<file path="config.mk">
export PLATFORM = sky130hd
export DESIGN_NAME = wdog_stage_timer
export DESIGN_NICKNAME = d
export VERILOG_FILES = /design/src/rtl/wdog_pkg.sv /design/src/rtl/wdog_regs.sv /design/src/rtl/wdog_presc.sv /design/src/rtl/wdog_stage.sv /design/src/rtl/wdog_pulse.sv /design/src/rtl/wdog_stage_timer.sv
export SDC_FILE = /design/constraint.sdc
export NUM_CORES = 1
export LEC_CHECK = 0
export ABC_CLOCK_PERIOD_IN_PS = 6600
export BUFFER_PORTS_ARGS = -buffer_cell sky130_fd_sc_hd__buf_2
export CAP_MARGIN = 20
export CORE_ASPECT_RATIO = 1.4
export CORE_MARGIN = 1
export CORE_UTILIZATION = 45
export DETAILED_ROUTE_END_ITERATION = 8
export MAX_ROUTING_LAYER = met4
export PLACE_DENSITY = 0.57
export REMOVE_ABC_BUFFERS = 1
export SYNTH_ARGS = -nofsm -noshare
export SYNTH_HDL_FRONTEND = slang
export SYNTH_SLANG_ARGS = --single-unit
</file>
<file path="constraint.sdc">
create_clock -name clk_i -period 6.6 [get_ports clk_i]
set_input_delay 0.33 -clock clk_i [delete_from_list [all_inputs] [get_ports clk_i]]
set_output_delay 0.33 -clock clk_i [all_outputs]
set_load 0.01 [all_outputs]
</file>
<file path="src/rtl/wdog_pkg.sv">
package wdog_pkg;
  localparam int unsigned NSTG   = 4;
  localparam int unsigned SW     = $clog2(NSTG);
  localparam int unsigned ADDR_W = 4;

  typedef enum logic [1:0] {ACT_OFF = 2'd0, ACT_IRQ = 2'd1, ACT_CPU = 2'd2, ACT_SYS = 2'd3} act_e;
  typedef enum logic [1:0] {ST_RUN = 2'd0, ST_HOLD = 2'd1, ST_PULSE = 2'd2} st_e;

  localparam logic [ADDR_W-1:0] A_CTRL  = 4'h0;
  localparam logic [ADDR_W-1:0] A_PRESC = 4'h1;
  localparam logic [ADDR_W-1:0] A_TMO0  = 4'h2;
  localparam logic [ADDR_W-1:0] A_FEED  = 4'h6;
  localparam logic [ADDR_W-1:0] A_KEY   = 4'h7;
  localparam logic [ADDR_W-1:0] A_IEN   = 4'h8;
  localparam logic [ADDR_W-1:0] A_ICLR  = 4'h9;
  localparam logic [ADDR_W-1:0] A_STAT  = 4'hA;

  typedef struct packed {
    logic [2:0]        sys_len;
    logic [2:0]        cpu_len;
    logic [2*NSTG-1:0] act;
    logic              lvl_en;
    logic              en;
  } ctrl_t;
endpackage

</file>
<file path="src/rtl/wdog_regs.sv">
module wdog_regs
  import wdog_pkg::*;
#(
  parameter logic [31:0] KEY = 32'h5A17_C0DE
) (
  input  logic                  clk_i,
  input  logic                  rst_ni,
  input  logic                  we_i,
  input  logic [ADDR_W-1:0]     addr_i,
  input  logic [31:0]           wdata_i,
  output logic [31:0]           rdata_o,
  output ctrl_t                 ctrl_o,
  output logic [31:0]           presc_o,
  output logic [NSTG-1:0][31:0] tmo_o,
  output logic                  ien_o,
  output logic                  feed_o,
  output logic                  iclr_o,
  input  logic                  int_raw_i,
  input  logic [SW-1:0]         stage_i,
  input  logic [1:0]            state_i
);
  localparam int unsigned CTRL_W = $bits(ctrl_t);

  logic [31:0] key_q, presc_q;
  ctrl_t       ctrl_q;
  logic        ien_q, unlocked, wr_ok;
  logic [NSTG-1:0][31:0] tmo_q;

  assign unlocked = (key_q == KEY);
  assign wr_ok    = we_i && unlocked;
  assign feed_o   = wr_ok && (addr_i == A_FEED);
  assign iclr_o   = wr_ok && (addr_i == A_ICLR);

  always_ff @(posedge clk_i or negedge rst_ni) begin
    if (!rst_ni) begin
      key_q   <= '0;
      ctrl_q  <= '0;
      presc_q <= '0;
      ien_q   <= 1'b0;
    end else begin
      if (we_i && addr_i == A_KEY) key_q <= wdata_i;
      if (wr_ok && addr_i == A_CTRL)  ctrl_q  <= wdata_i[CTRL_W-1:0];
      if (wr_ok && addr_i == A_PRESC) presc_q <= wdata_i;
      if (wr_ok && addr_i == A_IEN)   ien_q   <= wdata_i[0];
    end
  end

  for (genvar g = 0; g < NSTG; g++) begin : g_tmo
    always_ff @(posedge clk_i or negedge rst_ni) begin
      if (!rst_ni) tmo_q[g] <= '0;
      else if (wr_ok && addr_i == ADDR_W'(A_TMO0 + g)) tmo_q[g] <= wdata_i;
    end
  end

  always_comb begin
    rdata_o = '0;
    case (addr_i)
      A_CTRL:  rdata_o = 32'(ctrl_q);
      A_PRESC: rdata_o = presc_q;
      A_KEY:   rdata_o = {31'b0, unlocked};
      A_IEN:   rdata_o = {31'b0, ien_q};
      A_STAT:  rdata_o = 32'({state_i, stage_i, int_raw_i});
      default:
        if (addr_i >= A_TMO0 && addr_i < ADDR_W'(A_TMO0 + NSTG))
          rdata_o = tmo_q[SW'(addr_i - A_TMO0)];
    endcase
  end

  assign ctrl_o  = ctrl_q;
  assign presc_o = presc_q;
  assign tmo_o   = tmo_q;
  assign ien_o   = ien_q;

  assert_locked_ctrl_R1: assert property (@(posedge clk_i) disable iff (!rst_ni)
    (we_i && addr_i == A_CTRL && !unlocked) |=> $stable(ctrl_q));
  assert_locked_presc_R1: assert property (@(posedge clk_i) disable iff (!rst_ni)
    (we_i && addr_i == A_PRESC && !unlocked) |=> $stable(presc_q));
endmodule

</file>
<file path="src/rtl/wdog_presc.sv">
module wdog_presc (
  input  logic        clk_i,
  input  logic        rst_ni,
  input  logic        en_i,
  input  logic        run_i,
  input  logic        clr_i,
  input  logic [31:0] presc_i,
  output logic        tick_o
);
  logic [31:0] cnt_q, lim;

  assign lim    = (presc_i == '0) ? '0 : presc_i - 32'd1;
  assign tick_o = en_i && run_i && (cnt_q >= lim);

  always_ff @(posedge clk_i or negedge rst_ni) begin
    if (!rst_ni)               cnt_q <= '0;
    else if (clr_i || !run_i)  cnt_q <= '0;
    else if (en_i)             cnt_q <= tick_o ? '0 : cnt_q + 32'd1;
  end

  assert_tick_gap_R2: assert property (@(posedge clk_i) disable iff (!rst_ni)
    (tick_o && lim != '0 && !clr_i && $stable(presc_i)) |=> !tick_o);
  assert_freeze_R7: assert property (@(posedge clk_i) disable iff (!rst_ni)
    (!en_i && !clr_i && run_i) |=> $stable(cnt_q));
endmodule

</file>
<file path="src/rtl/wdog_stage.sv">
module wdog_stage
  import wdog_pkg::*;
(
  input  logic                  clk_i,
  input  logic                  rst_ni,
  input  logic                  en_i,
  input  logic                  tick_i,
  input  logic                  feed_i,
  input  logic [2*NSTG-1:0]     act_i,
  input  logic [NSTG-1:0][31:0] tmo_i,
  input  logic                  pulse_busy_i,
  output logic                  fire_cpu_o,
  output logic                  fire_sys_o,
  output logic                  irq_set_o,
  output logic                  run_o,
  output logic [SW-1:0]         stage_o,
  output logic [1:0]            state_o
);
  localparam logic [SW-1:0] LAST = SW'(NSTG - 1);

  st_e           state_q;
  logic [SW-1:0] stage_q;
  logic [31:0]   cnt_q, lim;
  logic          en_q, expire;
  act_e          cur_act;

  assign cur_act    = act_e'(act_i[2*stage_q +: 2]);
  assign lim        = (tmo_i[stage_q] == '0) ? '0 : tmo_i[stage_q] - 32'd1;
  assign expire     = (state_q == ST_RUN) && tick_i && (cur_act != ACT_OFF) && (cnt_q >= lim);
  assign fire_cpu_o = expire && (cur_act == ACT_CPU);
  assign fire_sys_o = expire && (cur_act == ACT_SYS);
  assign irq_set_o  = expire && (cur_act == ACT_IRQ);
  assign run_o      = (state_q == ST_RUN);
  assign stage_o    = stage_q;
  assign state_o    = state_q;

  always_ff @(posedge clk_i or negedge rst_ni) begin
    if (!rst_ni) begin
      state_q <= ST_RUN;
      stage_q <= '0;
      cnt_q   <= '0;
      en_q    <= 1'b0;
    end else begin
      en_q <= en_i;
      if (feed_i) begin
        state_q <= ST_RUN;
        stage_q <= '0;
        cnt_q   <= '0;
      end else begin
        case (state_q)
          ST_RUN:
            if (en_i && cur_act == ACT_OFF) state_q <= ST_HOLD;
            else if (expire) begin
              cnt_q <= '0;
              if (cur_act != ACT_IRQ)  state_q <= ST_PULSE;
              else if (stage_q == LAST) state_q <= ST_HOLD;
              else                      stage_q <= stage_q + 1'b1;
            end else if (tick_i) cnt_q <= cnt_q + 32'd1;
          ST_HOLD:
            if (en_i && !en_q) begin
              state_q <= ST_RUN;
              stage_q <= '0;
              cnt_q   <= '0;
            end
          default:
            if (!pulse_busy_i) begin
              state_q <= ST_RUN;
              stage_q <= '0;
              cnt_q   <= '0;
            end
        endcase
      end
    end
  end

  assert_stage_order_R3: assert property (@(posedge clk_i) disable iff (!rst_ni)
    (stage_q != $past(stage_q)) |-> (stage_q == '0 || stage_q == $past(stage_q) + 1'b1));
  assert_pulse_wait_R9: assert property (@(posedge clk_i) disable iff (!rst_ni)
    (state_q == ST_PULSE && pulse_busy_i && !feed_i) |=> state_q == ST_PULSE);
  assert_hold_stays_R10: assert property (@(posedge clk_i) disable iff (!rst_ni)
    (state_q == ST_HOLD && !feed_i && !(en_i && !en_q)) |=> (state_q == ST_HOLD && $stable(stage_q)));
endmodule

</file>
<file path="src/rtl/wdog_pulse.sv">
module wdog_pulse #(
  parameter int unsigned STEP = 32
) (
  input  logic       clk_i,
  input  logic       rst_ni,
  input  logic       fire_i,
  input  logic [2:0] len_i,
  output logic       pulse_o
);
  localparam int unsigned CW = $clog2(8 * STEP + 1);

  logic [CW-1:0] cnt_q, load;
  logic [CW-1:0] chk_hi_q, chk_len_q;

  assign load    = CW'((32'(len_i) + 32'd1) * STEP);
  assign pulse_o = (cnt_q != '0);

  always_ff @(posedge clk_i or negedge rst_ni) begin
    if (!rst_ni)      cnt_q <= '0;
    else if (fire_i)  cnt_q <= load;
    else if (pulse_o) cnt_q <= cnt_q - 1'b1;
  end

  // width checker: counts high cycles against the length captured at fire
  always_ff @(posedge clk_i or negedge rst_ni) begin
    if (!rst_ni) begin
      chk_hi_q  <= '0;
      chk_len_q <= '0;
    end else if (fire_i) begin
      chk_hi_q  <= '0;
      chk_len_q <= load;
    end else if (pulse_o) chk_hi_q <= chk_hi_q + 1'b1;
  end

  assert_width_R8: assert property (@(posedge clk_i) disable iff (!rst_ni)
    $fell(pulse_o) |-> (chk_hi_q == chk_len_q));
endmodule

</file>
<file path="src/rtl/wdog_stage_timer.sv">
module wdog_stage_timer
  import wdog_pkg::*;
#(
  parameter logic [31:0] KEY      = 32'h5A17_C0DE,
  parameter int unsigned LEN_STEP = 32
) (
  input  logic              clk_i,
  input  logic              rst_ni,
  input  logic              we_i,
  input  logic [ADDR_W-1:0] addr_i,
  input  logic [31:0]       wdata_i,
  output logic [31:0]       rdata_o,
  output logic              irq_o,
  output logic              cpu_rst_o,
  output logic              sys_rst_o
);
  ctrl_t                 ctrl;
  logic [31:0]           presc;
  logic [NSTG-1:0][31:0] tmo;
  logic                  ien, feed, iclr, tick, run;
  logic                  fire_cpu, fire_sys, irq_set, int_raw_q;
  logic [SW-1:0]         stage;
  logic [1:0]            state;

  wdog_regs #(.KEY(KEY)) u_regs (
    .clk_i, .rst_ni, .we_i, .addr_i, .wdata_i, .rdata_o,
    .ctrl_o(ctrl), .presc_o(presc), .tmo_o(tmo), .ien_o(ien),
    .feed_o(feed), .iclr_o(iclr),
    .int_raw_i(int_raw_q), .stage_i(stage), .state_i(state)
  );

  wdog_presc u_presc (
    .clk_i, .rst_ni, .en_i(ctrl.en), .run_i(run), .clr_i(feed),
    .presc_i(presc), .tick_o(tick)
  );

  wdog_stage u_stage (
    .clk_i, .rst_ni, .en_i(ctrl.en), .tick_i(tick), .feed_i(feed),
    .act_i(ctrl.act), .tmo_i(tmo), .pulse_busy_i(cpu_rst_o || sys_rst_o),
    .fire_cpu_o(fire_cpu), .fire_sys_o(fire_sys), .irq_set_o(irq_set),
    .run_o(run), .stage_o(stage), .state_o(state)
  );

  wdog_pulse #(.STEP(LEN_STEP)) u_cpu_pulse (
    .clk_i, .rst_ni, .fire_i(fire_cpu), .len_i(ctrl.cpu_len), .pulse_o(cpu_rst_o)
  );

  wdog_pulse #(.STEP(LEN_STEP)) u_sys_pulse (
    .clk_i, .rst_ni, .fire_i(fire_sys), .len_i(ctrl.sys_len), .pulse_o(sys_rst_o)
  );

  always_ff @(posedge clk_i or negedge rst_ni) begin
    if (!rst_ni)              int_raw_q <= 1'b0;
    else if (irq_set)         int_raw_q <= 1'b1;
    else if (iclr || feed)    int_raw_q <= 1'b0;
  end

  assign irq_o = int_raw_q && ctrl.lvl_en && ien;

  assert_irq_latch_R5: assert property (@(posedge clk_i) disable iff (!rst_ni)
    irq_set |=> int_raw_q);
  assert_irq_clear_R5: assert property (@(posedge clk_i) disable iff (!rst_ni)
    ((iclr || feed) && !irq_set) |=> !int_raw_q);
  assert_one_reset_R8: assert property (@(posedge clk_i) disable iff (!rst_ni)
    !(cpu_rst_o && sys_rst_o));
  assert_feed_restart_R6: assert property (@(posedge clk_i) disable iff (!rst_ni)
    feed |=> (stage == '0 && state == 2'd0));
endmodule

</file>
==> impl_metrics.csv, run 1 <==
group,metric,value,unit
run_status,run_status,"finished clean",
pwr,pwr-share-seq,44.4,%
pwr,p_sw,1.09,mW
global_route,grt_util_met3,2.90,%
clocking,cts_root_buf,"clkbuf_16",
global_route,grt_util_met1,34.8,%
global_route,grt_pass1_wl,80200,um
synth,synth_warnings,0,
global_route,first_global_vias,13646,
clocking,cts_setup_buffers,0,
synth,synth_edf_count,0,
min_path,hold_class,"input pin to flop",
final_layout,area_growth,12.0,%
worst_setup_path,critPathKind,"flop to flop",
pwr,p_clk_share,44.2,%
pwr,p_per_area,217,nW/um^2
timing,skew,0.0182,ns
final_layout,diodes,0,
job,drv_cap,0,
timing,final-hold-violation-count,0,
final_layout,layout_commonest_cell,"dfrtp_1",
pwr,finalPower,4.33,mW
drt,ant_nets,0,
worst_setup_path,arrival,6.50,ns
timing,finalCritPeriodShare,91.5,%
pwr,swShare,25.2,%
pwr,ir_drop,0.000201,V
timing,setup_viol,0,
final_layout,utilization,51.6,%
final_layout,nets,1787,
final_layout,final_cell_mix,"dfrtp_1 (295), mux2_2 (205), nand2_1 (147), nor2_1 (77), ha_1 (75)",
placed_design,dp_hpwl,35400,um
pwr,p_leak,9.19,nW
global_route,antenna_found_initial,0,
synth,yosysTopAreaCellShare,41.7,%
floorplan,row_count,85,
placed_design,io_buffers,73,
floorplan,core-area,38700,um^2
drt,vias_per_cell,6.13,
synth,synthFlopType,"dfrtp_1",
clocking,cts.reportedPaths.clkPinSlew,0.07,ns
drt,drc,0,
final_layout,drive_gt1_share,27.6,%
global_route,grt_max_degree,173,
placed_design,gp_congestion,0.915,
clocking,cts_made_buffers,31,
timing,period_needed,6.04,ns
floorplan,dieArea,40400,um^2
floorplan,die_h,238,um
final_layout,fillCellCount,3534,
drt,routed_wl,50400,um
timing,maxSlewViolCount,0,
timing,max_slew_margin,26.6,%
drt,vias,13607,
timing,setup_slack,0.560,ns
synth,synthTopCellsByArea,"dfrtp_1 (42%), mux2_2 (13%), mux4_2 (8.2%)",
clocking,cts.sinks,297,
floorplan,die_w,170,um
worst_setup_path,critPathMaxFanout,29,
drt,drt_iter0_markers,1066,
global_route,busiest_layer,"met2",
drt,post_drt_wl_per_cell,22.7,um
worst_setup_path,end_kind,"flop",
synth,syn_inst,1612,
worst_setup_path,cp-start-kind,"flop",
global_route,gr-usage-met2,42.5,%
timing,worst_pin_slew,1.10,ns
clocking,clk_latency,0.58,ns
placed_design,place_ws,0.559,ns
global_route,grtUsageTotal,26.6,%
synth,async_flop_share,100,%
synth,ys_seq_area_share,41.7,%
timing,rsz0062_at_grt,"no",
floorplan,start_util,46.1,%
clocking,cts_tree,"built",
clocking,cts_buffer_depth,3,
timing,fin_hold_ws,0.0607,ns
synth,ys_types,78,
worst_setup_path,cp.required,7.06,ns
synth,netlist_area,17800,um^2
pwr,combPwrFrac,11.4,%
drt,first_pass_iters,7,
timing,max_freq,166,MHz
synth,ys_ff_latch,297,
global_route,overflow,0,
floorplan,num_io_pins,74,
synth,yosys.area.top_type,"dfrtp_1",
clocking,h-tree-depth,1,
pwr,p_int,3.24,mW
synth,syn_area_per_cell,11.1,um^2
-- worst max-delay path: stages, from the launching register on --
cell,delay [ns]
dfrtp_2,0.60
buf_4,0.55
mux4_2,0.63
or2_2,0.33
nor3_1,0.28
nor3b_1,0.41
nand3_2,0.49
nand2_1,0.19
ha_1,0.27
a211oi_1,0.24
nand3_1,0.11
o21ai_0,0.19
o211ai_1,0.34
a2111oi_4,0.36
buf_4,0.37
nand2_1,0.20
o311ai_0,0.32
-- power by group through the flow --
stage               combinational (mW)  sequential, mW  clock, mW
floorplan                        0.318            1.94          0
global placement                 0.485            1.96          0
detailed placement               0.498            1.96          0
CTS                              0.501            1.92       1.95
global route                     0.561            1.93       2.02
finish                           0.493            1.92       1.92
-- worst paths after layout --
check	start	to	slack, ns	depth (start not counted)
setup / recovery	u_stage.stage_o[0]	u_stage.cnt_q[6]	0.56	16
hold / removal	wdata_i[17]	u_regs.tmo_o[17]	0.06	2
setup reg to reg	u_stage.stage_o[0]	u_stage.cnt_q[6]	0.56	16
hold reg to reg	u_regs.key_q[30]	u_regs.key_q[30]	0.50	1
max in group asynchronous	rst_ni	u_presc.cnt_q[28]	4.55	3
min in group asynchronous	rst_ni	u_regs.ctrl_o[15]	0.47	2
-- metrics by stage --
stage / instances / cell area, um^2 / setup TNS [ns]
global placement: 2160 / 18800 / 0
finish: 2218 / 20000 / 0
global route: 2218 / 20000 / 0
CTS: 2218 / 20000 / 0
floorplan: 1530 / 17500 / -3.27
detailed placement: 2161 / 18900 / 0
-- final cells by class --
cell class                      count  area [um^2]  area share (%)
Sequential cell                   297         7430            37.2
Clock inverter                     11          186           0.934
Multi-Input combinational cell   1195         9960            49.9
Clock buffer                       45          918            4.60
Tap cell                          522          653            3.27
Timing Repair Buffer              110          668            3.35
Inverter                           38          143           0.714
-- cell families after synthesis --
family	Yosys count	share of synthesized area, %
buffers and inverters	120	2.70
xor gates and xnor gates	82	4.03
DFF	297	41.7
AOI/OAI and AO/OA	238	9.08
adders and majority gates	75	5.26
muxes	287	22.2
and+or+nand+nor	513	15.0
-- layer usage --
layer | up-vias | wire length [um]
li1 | 6188 | -
met1 | 6924 | 21700
met2 | 418 | 24200
met3 | 77 | 2560
met4 | 0 | 1960
met5 | - | 0
-- Yosys cell counts (all sizes together) (4+ instances only) --
cell and number:
nor4b 6, and2 7, o311ai 7, nand2b 16
inv 37, nor4 18, mux2i 11, a21oi 60
nand3b 5, nand2 148, and4 6, a221o 4
or3 23, a2111oi 4, nand4b 8, nand3 49
nor3 63, xnor2 52, mux2 210, a31oi 5
or4 8, xor2 30, a22o 17, nor4bb 4
buf 26, o21ai 56, o211ai 6, dfrtp 297
mux4 66, nor2 81, a222oi 11, a22oi 24
a32oi 4, or2 10, clkbuf 56, ha 75
a211oi 9, nor2b 4, and3 14, nor3b 4
nand4 31
-- repair_timing --
| item | CTS | global route |
|---|---|---|
| hold endpoints to repair | 125 | 0 |
| hold buffers | 1 | 0 |
| gates resized for setup | 0 | 0 |
-- registers in the layout, summed over array words and instances, names as in the netlist --
name / flops
u_stage.state_o: 2
u_regs.presc_o: 32
u_presc.cnt_q: 32
int_raw_q: 1
u_sys_pulse.cnt_q: 9
u_regs.key_q: 32
u_stage.en_q: 1
u_regs.tmo_o: 128
u_regs.ien_o: 1
u_cpu_pulse.cnt_q: 9
u_regs.ctrl_o: 16
u_stage.cnt_q: 32
u_stage.stage_o: 2
Power figures use the tool's default switching activity.
==> run 2: changes to the inputs <==
--- a/config.mk
+++ b/config.mk
@@ -10,10 +10,10 @@
 export CAP_MARGIN = 20
 export CORE_ASPECT_RATIO = 1.4
 export CORE_MARGIN = 1
-export CORE_UTILIZATION = 45
+export CORE_UTILIZATION = 63
 export DETAILED_ROUTE_END_ITERATION = 8
 export MAX_ROUTING_LAYER = met4
-export PLACE_DENSITY = 0.57
+export PLACE_DENSITY = 0.77
 export REMOVE_ABC_BUFFERS = 1
 export SYNTH_ARGS = -nofsm -noshare
 export SYNTH_HDL_FRONTEND = slang
==> run 2 against run 1 <==
Clock power down 8%. First-iteration DRC count up 2.3%. Highest routed layer unchanged. Sequential power about the same. Critical path depth up 2. Core utilization up 19 points. Global-route usage up 8.5 points. Design area down 1.3%. Sequential share of layout area up 0.49 points.
==> impl_metrics.csv, run 2 (synthesis gave the netlist of run 1 again) <==
group,metric,value,unit
run_status,run_status,"finished clean",
final_layout,drive_gt1_share,27.5,%
final_layout,layout_commonest_cell,"dfrtp_1",
min_path,hold_class,"input pin to flop",
worst_setup_path,cp-start-kind,"flop",
pwr,ir_drop,0.000216,V
global_route,grtUsageTotal,35.1,%
pwr,p_per_area,212,nW/um^2
floorplan,dieArea,29000,um^2
clocking,cts.reportedPaths.clkPinSlew,0.06,ns
final_layout,diodes,0,
job,drv_cap,0,
timing,max_freq,165,MHz
timing,fin_hold_ws,0.0716,ns
worst_setup_path,slowest_delay,0.63,ns
worst_setup_path,cp_cell_sequence,"buf_4, mux4_2, nor4_1, and2_1, nand2_1, or4_1, xnor2_1, nand2_1, ha_1, a211oi_1, nand3_1, o21ai_0, o211ai_1, nor2_2, buf_4, nor3_2, buf_4, a211oi_1",
drt,vias,13653,
final_layout,utilization,71.0,%
timing,setup_slack,0.546,ns
timing,max_slew_margin,29.6,%
pwr,p_leak,9.17,nW
drt,post_drt_wl_per_cell,23.0,um
drt,ant_nets,0,
timing,skew,0.0166,ns
drt,vias_per_cell,6.62,
timing,maxSlewViolCount,0,
placed_design,placed_area,18600,um^2
timing,rsz0062_at_grt,"no",
global_route,grt_max_degree,81,
drt,first_pass_iters,6,
worst_setup_path,end_kind,"flop",
final_layout,final_cell_mix,"dfrtp_1 (295), mux2_2 (205), nand2_1 (147), nor2_1 (77), ha_1 (75)",
drt,routed_wl,47400,um
clocking,cts_made_buffers,30,
placed_design,numPlacedInstances,2007,
clocking,cts_root_buf,"clkbuf_16",
clocking,cts.sinks,297,
global_route,overflow,0,
worst_setup_path,cp.required,7.07,ns
final_layout,design_area,19700,um^2
final_layout,nets,1786,
floorplan,die_w,144,um
clocking,h-tree-depth,1,
placed_design,gp_congestion,0.998,
drt,drc,0,
placed_design,io_buffers,73,
clocking,clk_latency,0.57,ns
timing,worst_pin_slew,1.06,ns
worst_setup_path,arrival,6.53,ns
final_layout,final_cell_count_no_fill,2062,
worst_setup_path,cp_slowest_cell,"dfrtp_2",
worst_setup_path,cpMostUsedCell,"buf_4",
worst_setup_path,critPathMaxFanout,27,
floorplan,num_io_pins,74,
clocking,cts_setup_buffers,0,
drt,drt_iter0_markers,1091,
placed_design,place_ws,0.612,ns
clocking,cts_buffer_depth,3,
floorplan,core-area,27700,um^2
final_layout,largest_reg_flops,128,
worst_setup_path,critPathKind,"flop to flop",
global_route,first_global_vias,13906,
clocking,cts_tree,"built",
final_layout,area_growth,10.5,%
global_route,antenna_found_initial,0,
pwr,finalPower,4.18,mW
timing,final-hold-violation-count,0,
floorplan,die_h,201,um
timing,tns,0,ns
timing,finalCritPeriodShare,91.7,%
floorplan,start_util,64.3,%
floorplan,row_count,72,
global_route,grt_pass1_wl,76200,um
timing,period_needed,6.05,ns
placed_design,dp_hpwl,33800,um
timing,setup_viol,0,
## run 2: changes by cell type in the layout (fill, tap and decap cells not counted)
cell and delta:
and3b_1 +1, buf_4 -2, bufinv_16 -2, clkinv_4 +1, o31ai_1 +1, o31ai_2 -1, clkbuf_8 -4, buf_12 +1
and3b_2 -1, clkinv_2 +3, clkinvlp_4 +1, clkbuf_1 -3, buf_16 +1
## run 2: path summary, 6_finish.rpt
check,to,slack (ns),cells past startpoint,from
worst max-delay path,u_sys_pulse.cnt_q[1],0.55,18,u_stage.stage_o[0]
worst min-delay path,u_regs.tmo_o[19],0.07,2,wdata_i[19]
worst max register to register,u_sys_pulse.cnt_q[1],0.55,18,u_stage.stage_o[0]
worst min register to register,u_regs.key_q[15],0.50,1,u_regs.key_q[15]
max in group asynchronous,u_stage.stage_o[0],4.91,3,rst_ni
min in group asynchronous,u_cpu_pulse.cnt_q[5],0.31,2,rst_ni
## run 2: per-layer routing
metal	track usage, %	part of all wire, %	vias to the layer above
li1	-	-	6168
met1	46.2	41	6862
met2	55.8	49	537
met3	4.58	6.2	86
met4	12.7	3.5	0
met5	-	0	-
## run 2: where the power goes
group	total, mW	switching [mW]	leakage [nW]	internal [mW]
clock	1.76	0.733	0.499	1.02
sequential	1.93	0.0430	4.08	1.88
combinational	0.497	0.294	4.59	0.203
total	4.18	1.07	9.17	3.11
## run 2: final cells by class
type | count | area, um^2
inverters | 38 | 143
repair buffers | 110 | 701
clock inverters | 14 | 158
well taps | 370 | 463
flip-flops and latches | 297 | 7430
fillers | 2073 | 8040
clock buffers | 38 | 852
multi-input cells | 1195 | 9960
## run 2: worst max-delay path: cells and delay by family (launching register included)
family | cells | cell delay [ns]
compound gates | 4 | 0.93
buf+inv | 3 | 1.01
xor+xnor | 1 | 0.15
mux | 1 | 0.62
simple gates | 8 | 2.27
flops | 1 | 0.63
fa+ha+maj | 1 | 0.32
## run 2: timing repair
item	in CTS	in global routing
endpoints found under the hold margin	66	0
hold buffers	1	0
gates resized for setup	0	0
